<file path="src/rtl/mcf_pkg.sv">
package mcf_pkg;
  typedef enum logic [1:0] {
    CLS_PLAIN = 2'd0,
    CLS_PAUSE = 2'd1,
    CLS_CTRL  = 2'd2
  } frm_cls_e;

  localparam logic [47:0] CTRL_MCAST    = 48'h0180C2000001;
  localparam logic [15:0] PAUSE_OPCODE  = 16'h0001;
  localparam logic [15:0] CTL_TYPE_DEF  = 16'h8808;
endpackage

</file>
<file path="src/rtl/mcf_addr_match.sv">
module mcf_addr_match #(
  parameter int ADDR_W = 48,
  parameter logic [ADDR_W-1:0] MCAST = '0
) (
  input  logic [ADDR_W-1:0] dst_i,
  input  logic [ADDR_W-1:0] station_i,
  output logic              hit_o
);
  localparam int NB = ADDR_W / 8;

  logic [NB-1:0] st_eq, mc_eq;

  for (genvar b = 0; b < NB; b++) begin : g_byte
    assign st_eq[b] = dst_i[b*8 +: 8] == station_i[b*8 +: 8];
    assign mc_eq[b] = dst_i[b*8 +: 8] == MCAST[b*8 +: 8];
  end

  assign hit_o = (&st_eq) | (&mc_eq);
endmodule

</file>
<file path="src/rtl/mcf_classify.sv">
module mcf_classify
  import mcf_pkg::*;
#(
  parameter int TYPE_W = 16,
  parameter int OPC_W  = 16,
  parameter logic [OPC_W-1:0] PAUSE_OPC = '0
) (
  input  logic              addr_hit_i,
  input  logic [TYPE_W-1:0] type_i,
  input  logic [TYPE_W-1:0] ctl_type_i,
  input  logic [OPC_W-1:0]  opcode_i,
  output frm_cls_e          cls_o
);
  always_comb begin
    cls_o = CLS_PLAIN;
    if (addr_hit_i && (type_i == ctl_type_i))
      cls_o = (opcode_i == PAUSE_OPC) ? CLS_PAUSE : CLS_CTRL;
  end
endmodule

</file>
<file path="src/rtl/mcf_policy.sv">
module mcf_policy
  import mcf_pkg::*;
(
  input  frm_cls_e cls_i,
  input  logic     ok_i,
  input  logic     drop_pause_i,
  input  logic     pass_ctrl_i,
  output logic     fwd_o,
  output logic     pause_o
);
  // pause detection is independent of forwarding policy
  assign pause_o = ok_i && (cls_i == CLS_PAUSE);

  always_comb begin
    unique case (cls_i)
      CLS_PAUSE: fwd_o = ok_i && !drop_pause_i;
      CLS_CTRL:  fwd_o = ok_i && pass_ctrl_i;
      default:   fwd_o = ok_i;
    endcase
  end
endmodule

</file>
<file path="src/rtl/mcf_rx_filter.sv">
module mcf_rx_filter
  import mcf_pkg::*;
#(
  parameter int ADDR_W = 48,
  parameter int TYPE_W = 16,
  parameter int OPC_W  = 16,
  parameter int TIME_W = 16,
  parameter logic [TYPE_W-1:0] CTL_TYPE_RST = CTL_TYPE_DEF
) (
  input  logic              clk_i,
  input  logic              rst_ni,
  input  logic              eof_i,
  input  logic              frame_ok_i,
  input  logic [ADDR_W-1:0] dst_addr_i,
  input  logic [TYPE_W-1:0] type_i,
  input  logic [OPC_W-1:0]  opcode_i,
  input  logic [TIME_W-1:0] pause_field_i,
  input  logic [ADDR_W-1:0] station_addr_i,
  input  logic              ctl_type_we_i,
  input  logic [TYPE_W-1:0] ctl_type_i,
  input  logic              drop_pause_i,
  input  logic              pass_ctrl_i,
  output logic              dec_valid_o,
  output logic              fwd_o,
  output logic              pause_o,
  output logic [TIME_W-1:0] pause_time_o,
  output logic [1:0]        class_o
);
  localparam logic [ADDR_W-1:0] MCAST = ADDR_W'(CTRL_MCAST);
  localparam logic [OPC_W-1:0]  POPC  = OPC_W'(PAUSE_OPCODE);

  logic [TYPE_W-1:0] ctl_type_q;
  logic              addr_hit;
  frm_cls_e          cls;
  logic              fwd_d, pause_d;

  always_ff @(posedge clk_i or negedge rst_ni) begin
    if (!rst_ni)            ctl_type_q <= CTL_TYPE_RST;
    else if (ctl_type_we_i) ctl_type_q <= ctl_type_i;
  end

  mcf_addr_match #(.ADDR_W(ADDR_W), .MCAST(MCAST)) i_addr (
    .dst_i     (dst_addr_i),
    .station_i (station_addr_i),
    .hit_o     (addr_hit)
  );

  mcf_classify #(.TYPE_W(TYPE_W), .OPC_W(OPC_W), .PAUSE_OPC(POPC)) i_cls (
    .addr_hit_i (addr_hit),
    .type_i     (type_i),
    .ctl_type_i (ctl_type_q),
    .opcode_i   (opcode_i),
    .cls_o      (cls)
  );

  mcf_policy i_pol (
    .cls_i        (cls),
    .ok_i         (frame_ok_i),
    .drop_pause_i (drop_pause_i),
    .pass_ctrl_i  (pass_ctrl_i),
    .fwd_o        (fwd_d),
    .pause_o      (pause_d)
  );

  always_ff @(posedge clk_i or negedge rst_ni) begin
    if (!rst_ni) begin
      dec_valid_o  <= 1'b0;
      fwd_o        <= 1'b0;
      pause_o      <= 1'b0;
      pause_time_o <= '0;
      class_o      <= 2'd0;
    end else begin
      dec_valid_o <= eof_i;
      fwd_o       <= eof_i && fwd_d;
      pause_o     <= eof_i && pause_d;
      if (eof_i) begin
        class_o <= cls;
        if (pause_d) pause_time_o <= pause_field_i;
      end
    end
  end
endmodule

</file>
<file path="config.mk">
export PLATFORM = sky130hd
export DESIGN_NAME = mcf_rx_filter
export DESIGN_NICKNAME = d
export VERILOG_FILES = /design/src/rtl/mcf_pkg.sv /design/src/rtl/mcf_addr_match.sv /design/src/rtl/mcf_classify.sv /design/src/rtl/mcf_policy.sv /design/src/rtl/mcf_rx_filter.sv
export SDC_FILE = /design/constraint.sdc
export NUM_CORES = 1
export LEC_CHECK = 0
export CAP_MARGIN = 30
export CORE_ASPECT_RATIO = 2
export CORE_MARGIN = 3
export CORE_UTILIZATION = 33
export DETAILED_ROUTE_END_ITERATION = 8
export GPL_ROUTABILITY_DRIVEN = 0
export PLACE_DENSITY = 0.87
export SYNTH_ARGS = -nofsm -noshare
export SYNTH_HDL_FRONTEND = slang
export SYNTH_SLANG_ARGS = --single-unit
</file>
<file path="constraint.sdc">
create_clock -name clk_i -period 2.6 [get_ports clk_i]
set_clock_uncertainty 0.05 [all_clocks]
set_input_delay 0.52 -clock clk_i [delete_from_list [all_inputs] [get_ports clk_i]]
set_output_delay 0.52 -clock clk_i [all_outputs]
set_load 0.05 [all_outputs]
</file>
# After elaboration in Yosys (flattened, before gate mapping)
# Index checks and enable logic that the tools add are counted.
# Widths: inputs -> output; s select.
word_totals:
  regBits: 37
  latch_bits: 0
  mem_bits_rw: 0
  mem_bits_ro: 0
  inputBits: 167
  output_inout_bits: 21
  elab_cells: 36
  mem_count: 0
classes:
  add_sub_neg: 0
  multipliers: 0
  div_mod_pow: 0
  magnitude_cmp: 0
  n_eq_ne: 14
  shifts: 0
  n_mux: 3
  bitwise_logic: 1
  reduce_logical: 12
op_table:
  columns: ["cell", "count"]
  rows:
  - ["$eq 8x8->1", 6]
  - ["$eq 16x1->1 const B", 1]
  - ["$eq 16x16->1", 1]
  - ["$eq 8x1->1 const B", 2]
  - ["$eq 8x8->1 const B", 2]
  - ["$logic_not 8->1", 2]
  - ["$reduce_and 6->1", 2]
  - ["$logic_and 1x1->1", 6]
  - ["$mux 2", 2]
  - ["$eq 2x1->1 const B", 1]
  - ["$eq 2x2->1 const B", 1]
  - ["$pmux 1 s2", 1]
  - ["$reduce_and 2->1", 1]
  - ["$logic_not 1->1", 1]
  - ["$or 1x1->1", 1]

# Depth between registers and ports, before layout
# Gate-level depths: netlist (run 1).
logic_depth:
  word_depth: 8
  depth_mapped: 7

# Cells and area by module
# A second synthesis (run 1) with hierarchy kept.
hier_totals:
  hier_cells: 200
  area_unflattened_um2: 2368.5
by_module_without_submodules:
  columns: ["mod", "n_inst", "cells_per_inst", "area_per_inst_um2", "seq_area_each_um2"]
  rows:
  - ["mcf_rx_filter", 1, 77, 1392.6, 929.6]
  - ["mcf_addr_match", 1, 81, 659.4, 0.0]
  - ["mcf_classify", 1, 34, 256.5, 0.0]
  - ["mcf_policy", 1, 8, 60.1, 0.0]

# Worst setup path before layout (run 1)
# OpenSTA, ideal clock, no wires.
synth_timing:
  path_type: "input -> register"
  start: "in type_i[2]"
  end: "reg pause_time_o[10]"
  setup_ns: 0.125
  t_arrival_ns: 2.177
  t_required_ns: 2.425
  slack_ns: 0.248
  path_stages: 7
  path_buffers: 1
  path_cell_list: "xnor2_1 nand4_1 nor4_2 nand2_1 a211oi_4 buf_6 mux2_2"
synth_between:
  elab_chain_len: 6
synth_rtl:
  columns: ["item", "line_no", "source"]
  rows:
  - ["from (decl)", "mcf_rx_filter.sv:15", "input logic [TYPE_W-1:0] type_i,"]
  - ["$eq 16x16->1", "mcf_classify.sv:16", "if (addr_hit_i && (type_i == ctl_type_i))"]
  - ["$logic_and 1x1->1", "mcf_classify.sv:16", null]
  - ["$mux 2", "mcf_classify.sv:16", null]
  - ["$eq 2x1->1", "mcf_policy.sv:12", "assign pause_o = ok_i && (cls_i == CLS_PAUSE);"]
  - ["$logic_and 1x1->1", "mcf_policy.sv:12", null]
  - ["$reduce_and 2->1 (no line)", null, null]
  - ["to (signal assigned)", "mcf_rx_filter.sv:78", "if (pause_d) pause_time_o <= pause_field_i;"]
  - ["to (decl)", "mcf_rx_filter.sv:26", "output logic [TIME_W-1:0] pause_time_o,"]
# Every way passes these cells.
# A chain may end at the register's enable or synchronous reset.

# Final worst setup path (run 1)
layout_timing:
  start: "in dst_addr_i[39]"
  end: "reg pause_time_o[3]"
layout_between:
  elab_chain_len: 8
layout_rtl:
  columns: ["item", "line_no", "source"]
  rows:
  - ["from (decl)", "mcf_rx_filter.sv:14", "input logic [ADDR_W-1:0] dst_addr_i,"]
  - ["$eq 8x8->1 (on tied branches)", "mcf_addr_match.sv:14, mcf_addr_match.sv:15", null]
  - ["$reduce_and 6->1", "mcf_addr_match.sv:18", "assign hit_o = (&st_eq) | (&mc_eq);"]
  - ["$or 1x1->1 (*)", "mcf_addr_match.sv:18", null]
  - ["$logic_and 1x1->1 (*)", "mcf_classify.sv:16", null]
  - ["$mux 2 (*)", "mcf_classify.sv:16", null]
  - ["$eq 2x1->1 (*)", "mcf_policy.sv:12", null]
  - ["$logic_and 1x1->1 (*)", "mcf_policy.sv:12", null]
  - ["$reduce_and 2->1 (no line) (*)", null, null]
# Every way passes the cells marked *; elsewhere a longest branch is shown, timed or not.

==> results of run 1 <==
report_power, final:
part | internal, mW | total (mW) | switching, mW
Combinational | 0.318 | 0.493 | 0.175
Clock | 0.351 | 0.570 | 0.220
Sequential | 0.607 | 0.625 | 0.0180
area by class of cell:
type | count | area, sq um
repair buffers | 210 | 2013
fillers | 475 | 1734
multi-input cells | 150 | 1536
flip-flops and latches | 37 | 929.6
clock buffers | 5 | 125.1
well taps | 86 | 107.6
clock inverters | 3 | 17.52
per-stage QoR:
| step | hold WS, ns | instances | TNS, ns |
|---|---|---|---|
| floorplan | 0.1744 | 190 | 0 |
| detailed placement | 0.4444 | 482 | -7.847 |
| CTS | 0.3116 | 493 | 0 |
| global placement | 0.4403 | 482 | -6.887 |
| global route | 0.3486 | 491 | 0 |
| finish | 0.2882 | 491 | 0 |
logic make-up (layout without fill, tap and decap cells):
kind of cell           Yosys count  after routing
AO/OA/AOI/OAI                    6              6
flip-flops                      37             37
XOR/XNOR                        64             64
buffers and inverters            3            218
multiplexers                    33             33
AND/OR/NAND/NOR                 47             47
Yosys cell counts, drive strengths merged:
library cell	count	share of area, %
nor4bb	1	0.45
nand2	3	0.50
nor2	1	0.17
buf	2	0.67
nor4	14	4.2
nand4	21	6.1
nor2b	1	0.28
nor3	1	0.22
clkbuf	1	0.17
a21oi	3	0.67
xnor2	64	25
a31o	1	0.39
nor4b	5	2.0
mux2	33	17
a211oi	2	1.2
dfrtp	34	38
dfstp	3	3.5
worst register-to-register path, cell delays in order, from the launching register on:
cell      delay (ns)
dfstp_2         0.53
xnor2_1         0.11
nand4_1         0.13
nor4_2          0.28
buf_4           0.18
nand4_4         0.12
a211oi_4        0.27
buf_6           0.20
mux2_4          0.32
flip-flops by register name, summed over array words and instances, names as in the netlist:
signal,cells
pause_time_o,16
ctl_type_q,16
pause_o,1
fwd_o,1
class_o,2
dec_valid_o,1
routing by layer:
layer / up-vias / track usage (%) / routed length, um
met5: - / 0 / 0
met4: 0 / 13.38 / 469
met3: 31 / 9.249 / 1049
met2: 151 / 46.83 / 5361
met1: 1154 / 19.80 / 2847
li1: 1125 / - / -
worst paths after layout:
path	slack [ns]	cells after the start	from	end
max in group asynchronous	1.69	1	rst_ni	ctl_type_q[1]
setup reg to reg	0.29	8	ctl_type_q[3]	pause_time_o[3]
hold reg to reg	0.46	1	pause_time_o[15]	pause_time_o[15]
hold / removal	0.29	1	rst_ni	pause_time_o[12]
min in group clk_i	0.46	1	pause_time_o[15]	pause_time_o[15]
setup / recovery	0.07	8	dst_addr_i[39]	pause_time_o[3]
repair_timing:
item / 4_1_cts / 5_1_grt
resized for setup: 93 / 21
buffers inserted: 2 / 0
hold buffers: 0 / 0
pin swaps: 35 / 15
endpoints found under the setup margin: 16 / 16
cloned: 1 / 0
==> results.tsv, run 1 <==
metric	value	unit
syn avg cell area	11.81	sq um
worst-margin pin slew	0.8229	ns
DIE HEIGHT	122.6	um
vias in the first global route	2904	
Nets	571	
drc violations	0	
highest net fanout along the worst path	8	
outcome	completed	
I/O pin total	188	
Power Dens Cells	356.8	mW/mm^2
Worst Path Buf+Inv	2	
synthesized cell area	0.002243	sq mm
clock slew at reported path FFs	0.05	ns
Slew Viols, Final	0	
deepest clock path buffer count	2	
Core ar.	0.006464	sq mm
flops & latches, synth	37	
critical path type	input port to flip-flop	
synth warn	0	
crit end category	flip-flop	
Routed Wire Length	9728	um
Clock Latency Late Sink	0.28	ns
design area	0.004730	sq mm
Final min period	2.533	ns
htree depth	2	
Post-Synth Adder-Cell Area	0	%
Synth Instances	190	
final setup margin	0.06679	ns
most frequent cells in the layout	114 x clkdlybuf4s50_1, 58 x dlygate4sd2_1, 51 x xnor2_1	
# rows	41	
GRT Util Overall	24.09	%
clk root buf	clkbuf_16	
DIE WIDTH	64.30	um
Seq/Total Area, Yosys	41.44	%
first-pass GRT wire length	14250	um
DR WL/cell	19.81	um
Setup violations, final	0	
Static Leakage	2.056	nW
Peak VDD IR	0.5157	mV
kind of cell adding the most delay to the critical path	buffers and inverters	
DP Area	0.004377	sq mm
Hold Crit Class	input port to asynchronous set/reset pin	
CP startpoint kind	input port	
Synth Area in Simple Gates	13.89	%
Layout area overhead	110.8	%
Routed Antenna Nets	0	
fin crit share	97.43	%
total power	1.687	mW
crit-path max cell delay	0.51	ns
final core occ	73.17	%
CP max-delay cell	clkdlybuf4s50_1	
most common cell after layout, fill and taps aside	clkdlybuf4s50_1	
share of layout cells above drive strength 1	23.95	%
syn nets	357	
XOR/XNOR share of the synthesized area	24.99	%
post-synthesis compound-gate area fraction	2.287	%
Peak Freq	394.8	MHz
Max-slew headroom	45.14	%
largest family of logic cells by synthesized area	XOR/XNOR gates	
CP cell instances	clkdlybuf4s50_1 > xnor2_1 > nand4_1 > nor4_4 > nand4_4 > a211oi_4 > buf_6 > mux2_4	
DP HPWL	7721	um
Netlist cell types	21	
Vias	2461	
CTS sink count	37	
total gr overflow	0	
CTS tree	done	
Final Hold Vio Count	0	
IO Port Bufs	187	
Max-Cap Viols	0	
initial antenna violation count	0	
mux share of post-synthesis cell area	16.56	%
largest net degree at the start of global routing	38	
drt first-iter violations	59	
# diodes	0	
Initial Util	34.71	%
Arr. time, crit path	2.64	ns
CTS Buf Count	5	
WP data required	2.71	ns
RSZ-0062 raised after global routing	false	
die area	0.007883	sq mm
vias per cell	5.012	
DP Worst Slack	-0.5024	ns
first drt pass iteration count	4	
(Power assumes the default switching activity.)
==> run 2, diff against run 1 <==
--- a/config.mk
+++ b/config.mk
@@ -11,7 +11,9 @@
 export CORE_UTILIZATION = 33
 export DETAILED_ROUTE_END_ITERATION = 8
 export GPL_ROUTABILITY_DRIVEN = 0
+export MAX_ROUTING_LAYER = met4
 export PLACE_DENSITY = 0.87
+export SLEW_MARGIN = 20
 export SYNTH_ARGS = -nofsm -noshare
 export SYNTH_HDL_FRONTEND = slang
 export SYNTH_SLANG_ARGS = --single-unit
==> results.tsv, run 2 (synthesis gave the netlist of run 1 again) <==
metric	value	unit	change
Final Hold Vio Count	0		unchanged
net load switching power	411.3	uW	-0.21%
Non-Filler Instances	491		unchanged
fin crit share	97.23	%	-0.20 points
Peak Freq	395.6	MHz	+0.20%
CP startpoint kind	input port		
DR WL/cell	19.82	um	about the same
clock slew at reported path FFs	0.05	ns	about the same
placed cell count	482		unchanged
Fillers	475		unchanged
Initial Util	34.71	%	unchanged
largest net degree at the start of global routing	38		unchanged
most common cell after layout, fill and taps aside	clkdlybuf4s50_1		
DIE HEIGHT	122.6	um	unchanged
Vias	2472		+0.45%
Arr. time, crit path	2.64	ns	about the same
outcome	completed		
Routed Antenna Nets	0		unchanged
met2 WL post-DR	5374	um	+0.24%
sequential share of power	37.0	%	about the same
Comb power frac	29.2	%	about the same
DP HPWL	7721	um	unchanged
total power	1.687	mW	about the same
initial antenna violation count	0		unchanged
clock power share	33.7	%	about the same
Post-CTS Hold Buffers	0		unchanged
I/O pin total	188		unchanged
die area	0.007883	sq mm	unchanged
Hold Crit Class	input port to asynchronous set/reset pin		
Layout area overhead	110.8	%	unchanged
Top Metal Used	met4		
CTS Buf Count	5		unchanged
Slew Viols, Final	0		unchanged
Core ar.	0.006464	sq mm	unchanged
Peak VDD IR	0.5156	mV	about the same
Power Dens Cells	356.6	mW/mm^2	about the same
first-pass GRT wire length	14210	um	-0.29%
DIE WIDTH	64.30	um	unchanged
Final min period	2.528	ns	-0.005098 ns
Sw Ratio	24.39	%	-0.039 points
share of layout cells above drive strength 1	23.95	%	unchanged
drt first-iter violations	61		+3.4%
multi-input combinational cell area	0.001536	sq mm	unchanged
Static Leakage	2.056	nW	unchanged
hold_ws	0.2864	ns	-0.001794 ns
IO Port Bufs	187		unchanged
# diodes	0		unchanged
vias per cell	5.035		+0.45%
htree depth	2		unchanged
GRT Util Overall	24.75	%	+0.66 points
Clock Latency Late Sink	0.28	ns	about the same
Storage cell area	929.6	sq um	unchanged
most frequent cells in the layout	114 x clkdlybuf4s50_1, 58 x dlygate4sd2_1, 51 x xnor2_1		
Setup violations, final	0		unchanged
total gr overflow	0		unchanged
Largest regs	ctl_type_q (16), pause_time_o (16), class_o (2)		
# rows	41		unchanged
CTS tree	done		
highest net fanout along the worst path	8		unchanged
wire length on met1	2895	um	+1.7%
Nets	571		unchanged
worst-margin pin slew	0.8197	ns	-0.003251 ns
drc violations	0		unchanged
deepest clock path buffer count	2		unchanged
crit end category	flip-flop		
clk root buf	clkbuf_16		
CTS sink count	37		unchanged
design area	0.004730	sq mm	unchanged
first drt pass iteration count	4		unchanged
Max-Cap Viols	0		unchanged
RSZ-0062 raised after global routing	false		
DP Area	0.004377	sq mm	unchanged
met3 wire len	999	um	-4.8%
Routed Wire Length	9730	um	about the same
vias in the first global route	2912		+0.28%
R2R setup slack	0.30	ns	about the same
Max-slew headroom	45.36	%	+0.22 points
cell internal pwr	1.275	mW	about the same
WP data required	2.71	ns	about the same
critical path type	input port to flip-flop		
## run 2: cell counts in the layout (fill, tap and decap cells not counted)
No cell type changed its count.
## run 2: per-stage QoR
step           setup TNS, ns  worst slack, ns  util (%)
2_1_floorplan              0           0.2482         -
5_1_grt                    0         0.005144     73.17
6_report                   0          0.07189     73.17
4_1_cts                    0       0.00006417     72.74
3_3_place_gp          -6.887          -0.4301     67.71
3_5_place_dp          -7.847          -0.5024     67.71
## run 2: layout make-up
type                       count  area share, %
tap                           86          2.275
clock inverter                 3         0.3704
multi-input combinational    150          32.49
sequential                    37          19.66
timing repair buffer         210          42.57
clock buffer                   5          2.646
## run 2: final timing paths
| kind | start | to | cells past startpoint |
|---|---|---|---|
| max | dst_addr_i[39] | pause_time_o[3] | 8 |
| min | rst_ni | pause_time_o[12] | 1 |
| max reg2reg | ctl_type_q[3] | pause_time_o[3] | 8 |
| min reg2reg | pause_time_o[15] | pause_time_o[15] | 1 |
| max in group asynchronous | rst_ni | ctl_type_q[9] | 1 |
| min in group clk_i | pause_time_o[15] | pause_time_o[15] | 1 |
## run 2: worst max-delay path, cell delays in order
cell and delay (ns):
clkdlybuf4s50_1 0.51, xnor2_1 0.14, nand4_1 0.16, nor4_4 0.37, nand4_4 0.14, a211oi_4 0.27
buf_6 0.20, mux2_4 0.32
## run 2: power by group through the flow
stage / clock [mW] / sequential [mW] / combinational, mW
after global routing: 0.615 / 0.628 / 0.520
after global placement: 0 / 0.633 / 0.480
after detailed placement: 0 / 0.635 / 0.489
final: 0.569 / 0.625 / 0.493
after CTS: 0.596 / 0.625 / 0.488
after floorplan: 0 / 0.636 / 0.144
## run 2: timing repair
item	CTS	global route
setup endpoints to repair	16	16
pin swaps	35	15
gates resized for setup	93	21
setup buffers	2	0
cloned	1	0
## run 2: routing by layer
metal | vias up | global-route usage [%]
met5 | - | -
met3 | 33 | 8.516
li1 | 1125 | -
met4 | 0 | 13.38
met1 | 1156 | 20.21
met2 | 158 | 46.83
